==> config.mk <==
export PLATFORM = sky130hd
export DESIGN_NAME = mem_err_log
export DESIGN_NICKNAME = d
export VERILOG_FILES = /design/src/rtl/mel_pkg.sv /design/src/rtl/mel_flag_bank.sv /design/src/rtl/mel_addr_cap.sv /design/src/rtl/mel_cor_ctr.sv /design/src/rtl/mem_err_log.sv
export SDC_FILE = /design/constraint.sdc
export NUM_CORES = 1
export LEC_CHECK = 0
export ABC_AREA = 1
export CAP_MARGIN = 20
export CORE_UTILIZATION = 35
export CTS_CLUSTER_DIAMETER = 40
export DETAILED_ROUTE_END_ITERATION = 10
export DONT_BUFFER_PORTS = 1
export GPL_TIMING_DRIVEN = 0
export HOLD_SLACK_MARGIN = 0.06
export PLACE_DENSITY = 0.51
export SLEW_MARGIN = 20
export SYNTH_ARGS = -nofsm -noshare
export SYNTH_HDL_FRONTEND = slang
export SYNTH_SLANG_ARGS = --single-unit
==> constraint.sdc <==
create_clock -name clk -period 3.1 [get_ports clk]
set_input_delay 0.62 -clock clk [delete_from_list [all_inputs] [get_ports clk]]
set_output_delay 0.62 -clock clk [all_outputs]
set_load 0.005 [all_outputs]
==> src/rtl/mel_pkg.sv <==
package mel_pkg;
    localparam int DW   = 32;
    localparam int OFS_W = 8;
    localparam int NUNC = 4;
    localparam int NCOR = 3;

    localparam logic [OFS_W-1:0] OFS_UFLG     = 8'h00;
    localparam logic [OFS_W-1:0] OFS_USET     = 8'h02;
    localparam logic [OFS_W-1:0] OFS_UCLR     = 8'h04;
    localparam logic [OFS_W-1:0] OFS_UADR_CPU = 8'h06;
    localparam logic [OFS_W-1:0] OFS_UADR_DMA = 8'h08;
    localparam logic [OFS_W-1:0] OFS_UADR_COP = 8'h0A;
    localparam logic [OFS_W-1:0] OFS_UADR_SHR = 8'h0E;
    localparam logic [OFS_W-1:0] OFS_CFLG     = 8'h20;
    localparam logic [OFS_W-1:0] OFS_CSET     = 8'h22;
    localparam logic [OFS_W-1:0] OFS_CCLR     = 8'h24;
    localparam logic [OFS_W-1:0] OFS_CADR_CPU = 8'h26;
    localparam logic [OFS_W-1:0] OFS_CADR_COP = 8'h2A;
    localparam logic [OFS_W-1:0] OFS_CCNT     = 8'h2E;
    localparam logic [OFS_W-1:0] OFS_CTHR     = 8'h30;
    localparam logic [OFS_W-1:0] OFS_CIFLG    = 8'h32;
    localparam logic [OFS_W-1:0] OFS_CICLR    = 8'h34;
    localparam logic [OFS_W-1:0] OFS_CISET    = 8'h36;
    localparam logic [OFS_W-1:0] OFS_CIEN     = 8'h38;

    // Uncorrectable source i -> register bit; the shared RAM skips bit 3.
    function automatic logic [DW-1:0] pack_unc(input logic [NUNC-1:0] f);
        logic [DW-1:0] w;
        w      = '0;
        w[2:0] = f[2:0];
        w[4]   = f[3];
        return w;
    endfunction

    function automatic logic [NUNC-1:0] unpack_unc(input logic [DW-1:0] w);
        return {w[4], w[2:0]};
    endfunction
endpackage

==> src/rtl/mel_flag_bank.sv <==
module mel_flag_bank #(
    parameter int N = 4
) (
    input  logic         clk,
    input  logic         rst_n,
    input  logic [N-1:0] hw_set,
    input  logic [N-1:0] sw_set,
    input  logic [N-1:0] sw_clr,
    output logic [N-1:0] flags
);
    typedef struct packed {
        logic [N-1:0] flg;
    } state_t;

    state_t s_d, s_q;

    always_comb begin
        s_d     = s_q;
        // hardware and software sets both dominate a clear
        s_d.flg = (s_q.flg & ~sw_clr) | sw_set | hw_set;
    end

    always_ff @(posedge clk or negedge rst_n) begin
        if (!rst_n) s_q <= '0;
        else        s_q <= s_d;
    end

    assign flags = s_q.flg;


    hw_over_clr_chk: assert property (@(posedge clk) disable iff (!rst_n)
        (|hw_set) |=> ((flags & $past(hw_set)) == $past(hw_set)));


    flag_hold_chk: assert property (@(posedge clk) disable iff (!rst_n)
        (hw_set == '0 && sw_set == '0 && sw_clr == '0) |=> $stable(flags));
endmodule

==> src/rtl/mel_addr_cap.sv <==
module mel_addr_cap #(
    parameter int N  = 4,
    parameter int AW = 32
) (
    input  logic            clk,
    input  logic            rst_n,
    input  logic [N-1:0]    err,
    input  logic [N*AW-1:0] addr,
    output logic [N*AW-1:0] cap
);
    typedef struct packed {
        logic [N*AW-1:0] a;
    } state_t;

    state_t s_d, s_q;

    always_comb begin
        s_d = s_q;
        for (int i = 0; i < N; i++) begin
            if (err[i]) s_d.a[i*AW +: AW] = addr[i*AW +: AW];
        end
    end

    always_ff @(posedge clk or negedge rst_n) begin
        if (!rst_n) s_q <= '0;
        else        s_q <= s_d;
    end

    assign cap = s_q.a;

    for (genvar g = 0; g < N; g++) begin : g_chk

        cap_load_chk: assert property (@(posedge clk) disable iff (!rst_n)
            err[g] |=> (cap[g*AW +: AW] == $past(addr[g*AW +: AW])));
    end
endmodule

==> src/rtl/mel_cor_ctr.sv <==
module mel_cor_ctr #(
    parameter int CW  = 16,
    parameter int NEV = 3
) (
    input  logic           clk,
    input  logic           rst_n,
    input  logic [NEV-1:0] ev,
    input  logic           cnt_we,
    input  logic [CW-1:0]  cnt_wdata,
    input  logic [CW-1:0]  thr,
    input  logic           flg_set_sw,
    input  logic           flg_clr_sw,
    input  logic           irq_en,
    output logic [CW-1:0]  cnt,
    output logic           flg,
    output logic           irq
);
    localparam int IW = $clog2(NEV + 1);
    localparam logic [CW-1:0] CMAX = '1;

    typedef struct packed {
        logic [CW-1:0] cnt;
        logic          flg;
        logic          irq;
    } state_t;

    state_t s_d, s_q;

    always_comb begin
        logic [IW-1:0] inc;
        logic [CW:0]   sum;
        logic          hw_hit;
        inc = '0;
        for (int i = 0; i < NEV; i++) inc = inc + IW'(ev[i]);
        sum = {1'b0, s_q.cnt} + (CW+1)'(inc);
        s_d = s_q;
        if (cnt_we)       s_d.cnt = cnt_wdata;
        else if (sum[CW]) s_d.cnt = CMAX;
        else              s_d.cnt = sum[CW-1:0];
        hw_hit  = (|ev) && !cnt_we && (s_d.cnt >= thr);
        s_d.flg = (s_q.flg && !flg_clr_sw) || flg_set_sw || hw_hit;
        s_d.irq = s_q.flg && irq_en;
    end

    always_ff @(posedge clk or negedge rst_n) begin
        if (!rst_n) s_q <= '0;
        else        s_q <= s_d;
    end

    assign cnt = s_q.cnt;
    assign flg = s_q.flg;
    assign irq = s_q.irq;


    sat_hold_chk: assert property (@(posedge clk) disable iff (!rst_n)
        (cnt == CMAX && !cnt_we) |=> (cnt == CMAX));


    flg_cause_chk: assert property (@(posedge clk) disable iff (!rst_n)
        $rose(flg) |-> $past(flg_set_sw || (|ev)));
endmodule

==> src/rtl/mem_err_log.sv <==
module mem_err_log
    import mel_pkg::*;
#(
    parameter int AW = 32,
    parameter int CW = 16
) (
    input  logic               clk,
    input  logic               rst_n,
    input  logic               wr_unlock,
    input  logic               reg_wr_en,
    input  logic [7:0]         reg_addr,
    input  logic [31:0]        reg_wdata,
    output logic [31:0]        reg_rdata,
    input  logic [3:0]         unc_err,
    input  logic [4*AW-1:0]    unc_addr,
    input  logic [2:0]         cor_err,
    input  logic [2*AW-1:0]    cor_addr,
    output logic               unc_irq,
    output logic               cor_irq
);
    typedef struct packed {
        logic [CW-1:0] thr;
        logic          en;
    } cfg_t;

    cfg_t s_d, s_q;

    logic              wr_ok;
    logic [NUNC-1:0]   u_set, u_clr, u_flags;
    logic [NCOR-1:0]   c_set, c_clr, c_flags;
    logic              ci_set, ci_clr, ci_flg, cnt_we;
    logic [CW-1:0]     cnt;
    logic [NUNC*AW-1:0] u_cap;
    logic [2*AW-1:0]   c_cap;
    logic              wdata_unused;

    assign wdata_unused = ^reg_wdata;

    always_comb begin
        wr_ok  = reg_wr_en && wr_unlock;
        u_set  = (wr_ok && reg_addr == OFS_USET) ? unpack_unc(reg_wdata) : '0;
        u_clr  = (wr_ok && reg_addr == OFS_UCLR) ? unpack_unc(reg_wdata) : '0;
        c_set  = (wr_ok && reg_addr == OFS_CSET) ? reg_wdata[NCOR-1:0] : '0;
        c_clr  = (wr_ok && reg_addr == OFS_CCLR) ? reg_wdata[NCOR-1:0] : '0;
        ci_set = wr_ok && reg_addr == OFS_CISET && reg_wdata[0];
        ci_clr = wr_ok && reg_addr == OFS_CICLR && reg_wdata[0];
        cnt_we = reg_wr_en && reg_addr == OFS_CCNT;
        s_d    = s_q;
        if (wr_ok && reg_addr == OFS_CTHR) s_d.thr = reg_wdata[CW-1:0];
        if (wr_ok && reg_addr == OFS_CIEN) s_d.en  = reg_wdata[0];
    end

    always_ff @(posedge clk or negedge rst_n) begin
        if (!rst_n) s_q <= '0;
        else        s_q <= s_d;
    end

    mel_flag_bank #(.N(NUNC)) i_unc_flags (
        .clk(clk), .rst_n(rst_n), .hw_set(unc_err),
        .sw_set(u_set), .sw_clr(u_clr), .flags(u_flags)
    );

    mel_flag_bank #(.N(NCOR)) i_cor_flags (
        .clk(clk), .rst_n(rst_n), .hw_set(cor_err),
        .sw_set(c_set), .sw_clr(c_clr), .flags(c_flags)
    );

    mel_addr_cap #(.N(NUNC), .AW(AW)) i_unc_cap (
        .clk(clk), .rst_n(rst_n), .err(unc_err), .addr(unc_addr), .cap(u_cap)
    );

    // correctable capture exists for CPU and coprocessor only
    mel_addr_cap #(.N(2), .AW(AW)) i_cor_cap (
        .clk(clk), .rst_n(rst_n), .err({cor_err[2], cor_err[0]}),
        .addr(cor_addr), .cap(c_cap)
    );

    mel_cor_ctr #(.CW(CW), .NEV(NCOR)) i_cor_ctr (
        .clk(clk), .rst_n(rst_n), .ev(cor_err), .cnt_we(cnt_we),
        .cnt_wdata(reg_wdata[CW-1:0]), .thr(s_q.thr),
        .flg_set_sw(ci_set), .flg_clr_sw(ci_clr), .irq_en(s_q.en),
        .cnt(cnt), .flg(ci_flg), .irq(cor_irq)
    );

    assign unc_irq = |u_flags;

    always_comb begin
        reg_rdata = '0;
        case (reg_addr)
            OFS_UFLG:     reg_rdata = pack_unc(u_flags);
            OFS_CFLG:     reg_rdata[NCOR-1:0] = c_flags;
            OFS_UADR_CPU: reg_rdata[AW-1:0] = u_cap[0*AW +: AW];
            OFS_UADR_DMA: reg_rdata[AW-1:0] = u_cap[1*AW +: AW];
            OFS_UADR_COP: reg_rdata[AW-1:0] = u_cap[2*AW +: AW];
            OFS_UADR_SHR: reg_rdata[AW-1:0] = u_cap[3*AW +: AW];
            OFS_CADR_CPU: reg_rdata[AW-1:0] = c_cap[0*AW +: AW];
            OFS_CADR_COP: reg_rdata[AW-1:0] = c_cap[1*AW +: AW];
            OFS_CCNT:     reg_rdata[CW-1:0] = cnt;
            OFS_CTHR:     reg_rdata[CW-1:0] = s_q.thr;
            OFS_CIFLG:    reg_rdata[0] = ci_flg;
            OFS_CIEN:     reg_rdata[0] = s_q.en;
            default:      reg_rdata = '0;
        endcase
    end


    locked_cfg_chk: assert property (@(posedge clk) disable iff (!rst_n)
        (reg_wr_en && !wr_unlock) |=> ($stable(s_q.thr) && $stable(s_q.en)));


    irq_needs_en_chk: assert property (@(posedge clk) disable iff (!rst_n)
        cor_irq |-> $past(s_q.en));
endmodule

-- After elaboration in Yosys (flattened, before gate mapping)
Index checks and enable logic that the tools add are counted.
- add/subtract/negate cells: 3
- order comparisons: 1
- equal/unequal tests: 17
- multiplexer cells: 10
- bitwise operators: 8
- reductions and logical operators: 23
- operators by type and width (operator ; number):
    $pmux 13 s9 ; 1
    $pmux 16 s6 ; 1
    $eq 8x6->1 const B ; 11
    $mux 16 ; 2
    $eq 8x4->1 const B ; 3
    $pmux 2 s10 ; 1
    $add 16x2->17 ; 1
    $eq 8x3->1 const B ; 2
    $ge 16x16->1 ; 1
    $logic_and 1x1->1 ; 16
    $pmux 1 s12 ; 1
    $eq 8x2->1 const B ; 1
    $logic_not 8->1 ; 1
    $mux 4 ; 2
    $or 4x4->4 ; 2
    $mux 3 ; 2
    $or 3x3->3 ; 2
    $and 4x4->4 ; 1
    $not 4->4 ; 1
    $reduce_or 4->1 ; 1
    $and 3x3->3 ; 1
    $not 3->3 ; 1
    $reduce_or 3->1 ; 1
    $add 1x1->2 ; 1
    3 further kinds ; 5
- register bits: 234
- output and inout port bits: 34
- logic and storage cells: 75

-- Logic depth before layout (Yosys ltp)
Gate-level depths: netlist of the first run.
- word-level depth: 8
- depth in mapped cells: 21
- gate-level depth less buffers: 20

-- Hierarchy
Synthesis of the first run repeated with hierarchy kept, for this count alone.
- cells, all modules: 1640
- area, all modules: 12544.5 sq um
- modules (own cells, without submodules) (module ; times used ; cells each ; area an instance (sq um)):
    mel_addr_cap (i_unc_cap) ; 1 ; 544 ; 5166.2
    mem_err_log ; 1 ; 577 ; 3019.1
    mel_addr_cap (i_cor_cap) ; 1 ; 272 ; 2558.7
    mel_cor_ctr ; 1 ; 212 ; 1520.2
    mel_flag_bank (i_unc_flags) ; 1 ; 20 ; 160.2
    mel_flag_bank (i_cor_flags) ; 1 ; 15 ; 120.1

-- Worst setup path before layout of the first run
OpenSTA, ideal clock, no wires.
- path kind: input port to flip-flop
- start point: input cor_err[0]
- end point: register i_cor_ctr.s_q, in the netlist i_cor_ctr.flg
- data arrival time: 3.137 ns
- path slack: -0.158 ns
- stages: 21
- buffers on the path: 1
- path through: fa_1 > ha_1 > fa_1 > nand3_1 > nor2_2 > nand4_1 > nand2_2 > buf_4 > nor2_1 > a21oi_2 > ha_1 > nand2_1 > nand2_1 > nand2_1 > nand2_1 > nor2_1 > nand2_1 > nand2_1 > nand2_1 > nand2_1 > nand2_1
- RTL lines (element ; line ; source):
    from (decl) ; mem_err_log.sv:16 ; input logic [2:0] cor_err,
    to (signal assigned) ; mel_cor_ctr.sv:46 ; if (!rst_n) s_q <= '0;
    to (signal assigned) ; mel_cor_ctr.sv:47 ; else s_q <= s_d;
    to (decl) ; mel_cor_ctr.sv:27 ; state_t s_d, s_q;

==> metrics, run 1 <==
worst clock skew 0.0133 ns; drt total wl 40.0 mm; HP Class in2async; Port-buffer cells 0; Tot Pwr 9.91 mW; mapped cell area 11400 um2; post-synthesis cell type count 28; Reg clk slew, reported paths 0.05 ns; Via Count 9317; CORE AREA 31800 um2; DRT iter0 DRCs 483; CP Cell Sequence fa_1 -> ha_4 -> fa_2 -> nand3_4 -> nor2_4 -> nand4_1 -> nand2_4 -> o21ai_1 -> inv_1 -> ha_1 -> a21oi_1 -> nand2_1 -> nor2_1 -> nand2_1 -> nand2_1 -> nand2_1 -> nand2_2 -> nand2_1; root buf cell clkbuf_16; Yosys reg bits 234; fin crit share 105%; Synth Instances 1340; first-pass GRT wire length 59.9 mm; GRT Util Overall 24.5%; synthesized area per cell 8.52 um2; Rel. slew slack 27.1%; Startpoint Class register; Layout area overhead 20.3%; Crit path max-delay family adder cells; Final Worst Setup Slack -0.163 ns; max incr delay on CP 0.51 ns; RSZ-0062 raised after global routing yes; pre-CTS WS -0.533 ns; Seq/Total Area, Yosys 51.3%; CP endpoint kind register; DRC 0; vias in the first global route 9758; FFs w/ async S/R, synth 100%; Final nets 1659; Worst R2R Setup Slack -0.16 ns; antenna-violating nets left 0; sw frac 25.9%; Fin Setup TNS -0.163 ns; largest area contributor in the netlist dfrtp_1; Worst path slowest cell fa_1; Die ar. 33300 um2; dominant cells by area after synthesis dfrtp_1 (51%), nand2_1 (12%), mux2_2 (8.0%); Max clock buf depth 3; initial core utilization 35.9%; Site Rows 65; Post-Syn Nets 1604; ys flop type dfrtp_1; maxcap violations 0; Psw 2.57 mW; CP bufs+invs 1; largest net degree at the start of global routing 235; worst endpoint required time 3.51 ns; Worst Max-Slew Pin Slew 1.09 ns; CTS Buf Count 42; clk_lat worst skew 0.54 ns; Max Clock Freq 306 MHz; Gate power share 13.0%; most frequent CP cell nand2_1; number of failing hold endpoints at the final stage 157; critical path class reg2reg; Cell Area, Placed 12000 um2; WHS -0.203 ns; Crit path arrival time 3.67 ns; I/O pin cnt 277; crit-path max FO 6; Syn. warnings 0; design area 13700 um2; Final Max Slew Viols 0; routability cong. 0.897; Die H 183 um; Die X-Extent 183 um; GR Overflow Total 0; failing checks negative hold slack, negative setup slack; clock share of power 50.7%; routed vias/inst 4.99; first drt pass iteration count 4; hpwl dp 29.8 mm; Tmin final 3.26 ns; DR WL/cell 21.4 um; Internal 7.34 mW; Peak VDD IR 422 uV; outcome finished with violations; post-synth top area share 51.3%; PwrDens 722 nW/um2; clk sinks 234; # H-tree levels 2; layout cell share with drive strength beyond 1 15.7%; Final setup viols 1; Static Leak 6.52 nW; CTS tree built; initial antenna violation count 9; Post-synth EDFFs 0; Flop pwr share 36.3%
[logic make-up after synthesis]
logic type                 after synthesis  share of synthesized area (%)
muxes                                   81                           7.99
adders and majority gates               21                           2.43
AOI/OAI and AO/OA                      246                           10.9
xor gates and xnor gates                10                          0.767
and+or+nand+nor                        536                           19.1
buffers and inverters                  212                           7.53
DFF                                    234                           51.3
[per-layer routing]
layer	vias to the layer above	wire length [um]	GRT usage (%)
li1	4455	-	-
met1	4494	17000	31.2
met2	295	18200	38.4
met3	69	3470	8.22
met4	4	1260	9.41
met5	-	24	0
[cell type report]
cell class | instances | area [um2]
antenna | 6 | 15.0
clock inverter | 24 | 385
tap | 435 | 544
sequential | 234 | 5860
inverter | 151 | 567
clock buffer | 53 | 1150
timing repair buffer | 11 | 86.3
multi-input combinational | 894 | 4820
fill | 3226 | 18100
buffer | 61 | 302
[timing repair]
item / CTS / global route
endpoints found under the setup margin: 3 / 13
gates cloned: 1 / 0
hold endpoints to repair: 234 / 234
buffers inserted: 5 / 5
pin swaps: 3 / 13
resized for setup: 5 / 22
[path summary, 6_finish.rpt]
kind / endpoint / from / cells after the start
worst max-delay path: i_cor_ctr.flg$_DFF_PN0_ / i_cor_ctr.cnt[0]$_DFF_PN0_ / 18
worst min-delay path: i_cor_ctr.cnt[7]$_DFF_PN0_ / rst_n / 0
worst max register to register: i_cor_ctr.flg$_DFF_PN0_ / i_cor_ctr.cnt[0]$_DFF_PN0_ / 18
worst min register to register: i_cor_cap.cap[15]$_DFFE_PN0P_ / i_cor_cap.cap[15]$_DFFE_PN0P_ / 2
max in group asynchronous: i_cor_ctr.irq$_DFF_PN0_ / rst_n / 0
min in group clk: i_cor_cap.cap[49]$_DFFE_PN0P_ / cor_addr[49] / 2
[placed cells by master, fill, tap and decap left out, types with 6 or more instances in the layout]
master     instances
ha_1              15
nand2_1          362
nand3_1           60
clkinv_2           7
nand4_1            8
buf_4             13
bufinv_16          9
clkbuf_16         43
mux2_2            81
xor2_1             8
nor2_1            78
dfrtp_1          234
nor2_2             6
o21ai_0          137
buf_2             21
nor3_1             7
clkbuf_1          38
inv_1            147
a21oi_1           53
o21ai_1           45
diode_2            6
[power groups by stage]
| stage | sequential (mW) | combinational (mW) | clock, mW |
|---|---|---|---|
| final | 3.60 | 1.29 | 5.02 |
| after global routing | 3.64 | 1.46 | 5.27 |
| after CTS | 3.60 | 1.14 | 5.11 |
| after detailed placement | 3.64 | 1.10 | 0 |
| after global placement | 3.63 | 1.07 | 0 |
| after floorplan | 3.58 | 0.859 | 0 |
[Yosys cell counts (7+ instances only)]
library cell    n
mux2_2         81
o21ai_1        43
nand3_1        61
a21oi_1        54
clkbuf_1       33
o21ai_0       140
nor2_1         82
o22ai_1         7
nand4_1         8
buf_2          21
nor3_1          7
inv_1         148
xor2_1          8
ha_1           19
dfrtp_1       234
nand2_1       364
[flip-flops by register name (all words and copies together), names as in the netlist]
signal,cells
i_cor_ctr.irq,1
i_cor_ctr.cnt,16
s_q,17
i_cor_flags.flags,3
i_unc_flags.flags,4
i_cor_cap.cap,64
i_cor_ctr.flg,1
i_unc_cap.cap,128
[metrics by stage]
stage	hold slack, ns	utilization (%)	std cells
global placement	0.337	37.7	1775
detailed placement	0.338	37.7	1775
global route	-0.220	43.2	1867
CTS	-0.232	42.7	1858
floorplan	0.324	-	1340
finish	-0.203	43.2	1869
No activity file was read; power rests on OpenSTA's default activity.
==> run 2: changes to the inputs <==
CTS_CLUSTER_DIAMETER = default   (was 40)
PLACE_DENSITY = 0.54   (was 0.51)
==> metrics, run 2 (synthesis gave the netlist of run 1 again) <==
Filler Cells Inserted 3270; Reg clk slew, reported paths 0.06 ns; WHS -0.223 ns; Seq. cell area 5860 um2; Port-buffer cells 0; max reg flops 128; number of failing hold endpoints at the final stage 234; routed vias/inst 5.04; HP Class in2async; outcome finished with violations; GR Overflow Total 0; crit-path max FO 6; clk sinks 234; Worst R2R Setup Slack -0.13 ns; Via Count 9276; failing checks negative hold slack, negative setup slack; largest net degree at the start of global routing 235; Tot Pwr 7.83 mW; Worst Max-Slew Pin Slew 0.931 ns; antenna-violating nets left 0; PwrDens 604 nW/um2; # H-tree levels 1; GRT Util Overall 23.7%; Rel. slew slack 38.0%; Placed Instances 1775; commonest non-fill, non-tap cell in the layout nand2_1; CORE AREA 31800 um2; Tmin final 3.23 ns; RSZ-0062 raised after global routing yes; worst clock skew 0.0124 ns; CTS tree built; Final Worst Setup Slack -0.134 ns; Crit path arrival time 3.66 ns; Finished Layout Cells 1839; Startpoint Class register; first-pass GRT wire length 58.2 mm; critical path class reg2reg; Die ar. 33300 um2; initial antenna violation count 6; fin crit share 104%; maxcap violations 0; Max Clock Freq 309 MHz; DRT iter0 DRCs 684; Fin Setup TNS -0.134 ns; design area 13000 um2; CTS Buf Count 28; I/O pin cnt 277; Die X-Extent 183 um; Peak VDD IR 510 uV; initial core utilization 35.9%; final core utilization 40.8%; worst endpoint required time 3.53 ns; Die H 183 um; Layout area overhead 13.5%; Static Leak 6.19 nW; pre-CTS WS -0.513 ns; layout cell share with drive strength beyond 1 13.2%; DR WL/cell 21.3 um; most frequent cells in the layout nand2_1 (362), dfrtp_1 (234), inv_1 (148), o21ai_0 (137), mux2_2 (81); Final nets 1641; CP endpoint kind register; Max clock buf depth 3; clk_lat worst skew 0.55 ns; root buf cell clkbuf_16; vias in the first global route 9295; Final setup viols 1; DRC 0; first drt pass iteration count 5; Final Max Slew Viols 0; hpwl dp 29.5 mm; routability cong. 0.896; Site Rows 65; Multi-input gate area 4750 um2; drt total wl 39.3 mm; Cell Area, Placed 12000 um2
-- run 2: area by class of cell --
| cell class | instances | share of cell area, % |
|---|---|---|
| antenna | 6 | 0.116 |
| buffer | 61 | 2.31 |
| clock buffer | 42 | 6.28 |
| clock inverter | 9 | 0.434 |
| inverter | 151 | 4.37 |
| multi-input combinational | 894 | 36.7 |
| sequential | 234 | 45.2 |
| tap | 435 | 4.20 |
| timing repair buffer | 7 | 0.434 |
-- run 2: final timing paths --
check                                              startpoint                             to  cells after the start
worst min-delay path                                    rst_n  i_cor_cap.cap[27]$_DFFE_PN0P_                      0
worst min register to register  i_cor_cap.cap[25]$_DFFE_PN0P_  i_cor_cap.cap[25]$_DFFE_PN0P_                      2
max in group asynchronous                               rst_n  i_unc_cap.cap[10]$_DFFE_PN0P_                      0
min in group clk                                 cor_addr[22]  i_cor_cap.cap[22]$_DFFE_PN0P_                      2
worst max register to register     i_cor_ctr.cnt[0]$_DFF_PN0_        i_cor_ctr.flg$_DFF_PN0_                     17
worst max-delay path               i_cor_ctr.cnt[0]$_DFF_PN0_        i_cor_ctr.flg$_DFF_PN0_                     17
-- run 2: where the power goes --
group          switching (mW)  internal (mW)  total, mW
clock network            1.31           1.80       3.11
registers               0.221           3.38       3.60
logic                   0.645          0.467       1.11
total                    2.18           5.65       7.83
-- run 2: critical path: stages (launching register included) --
cell and delay (ns):
dfrtp_1 0.40, fa_1 0.50, ha_2 0.21, fa_2 0.25, nand3_4 0.09, nor2_4 0.14
nand4_1 0.15, nand2_4 0.15, buf_6 0.15, nor2_1 0.05, nor2_1 0.14, ha_1 0.25
nand2_1 0.14, o21ai_1 0.12, a21oi_1 0.16, nand2_2 0.08, nand2_2 0.08, nand2_1 0.05
-- run 2: layer usage --
metal | up-vias | global-route usage (%) | wire (um)
met5 | - | 0 | 23
met2 | 309 | 37.1 | 17600
li1 | 4398 | - | -
met3 | 74 | 6.96 | 3400
met4 | 4 | 8.81 | 1470
met1 | 4491 | 30.8 | 16800
-- run 2: timing repair --
action / in CTS / in global routing
pin swaps: 3 / 1
cloned: 1 / 0
gates resized for setup: 7 / 10
setup endpoints to repair: 3 / 15
hold endpoints to repair: 234 / 234
setup buffers: 4 / 2
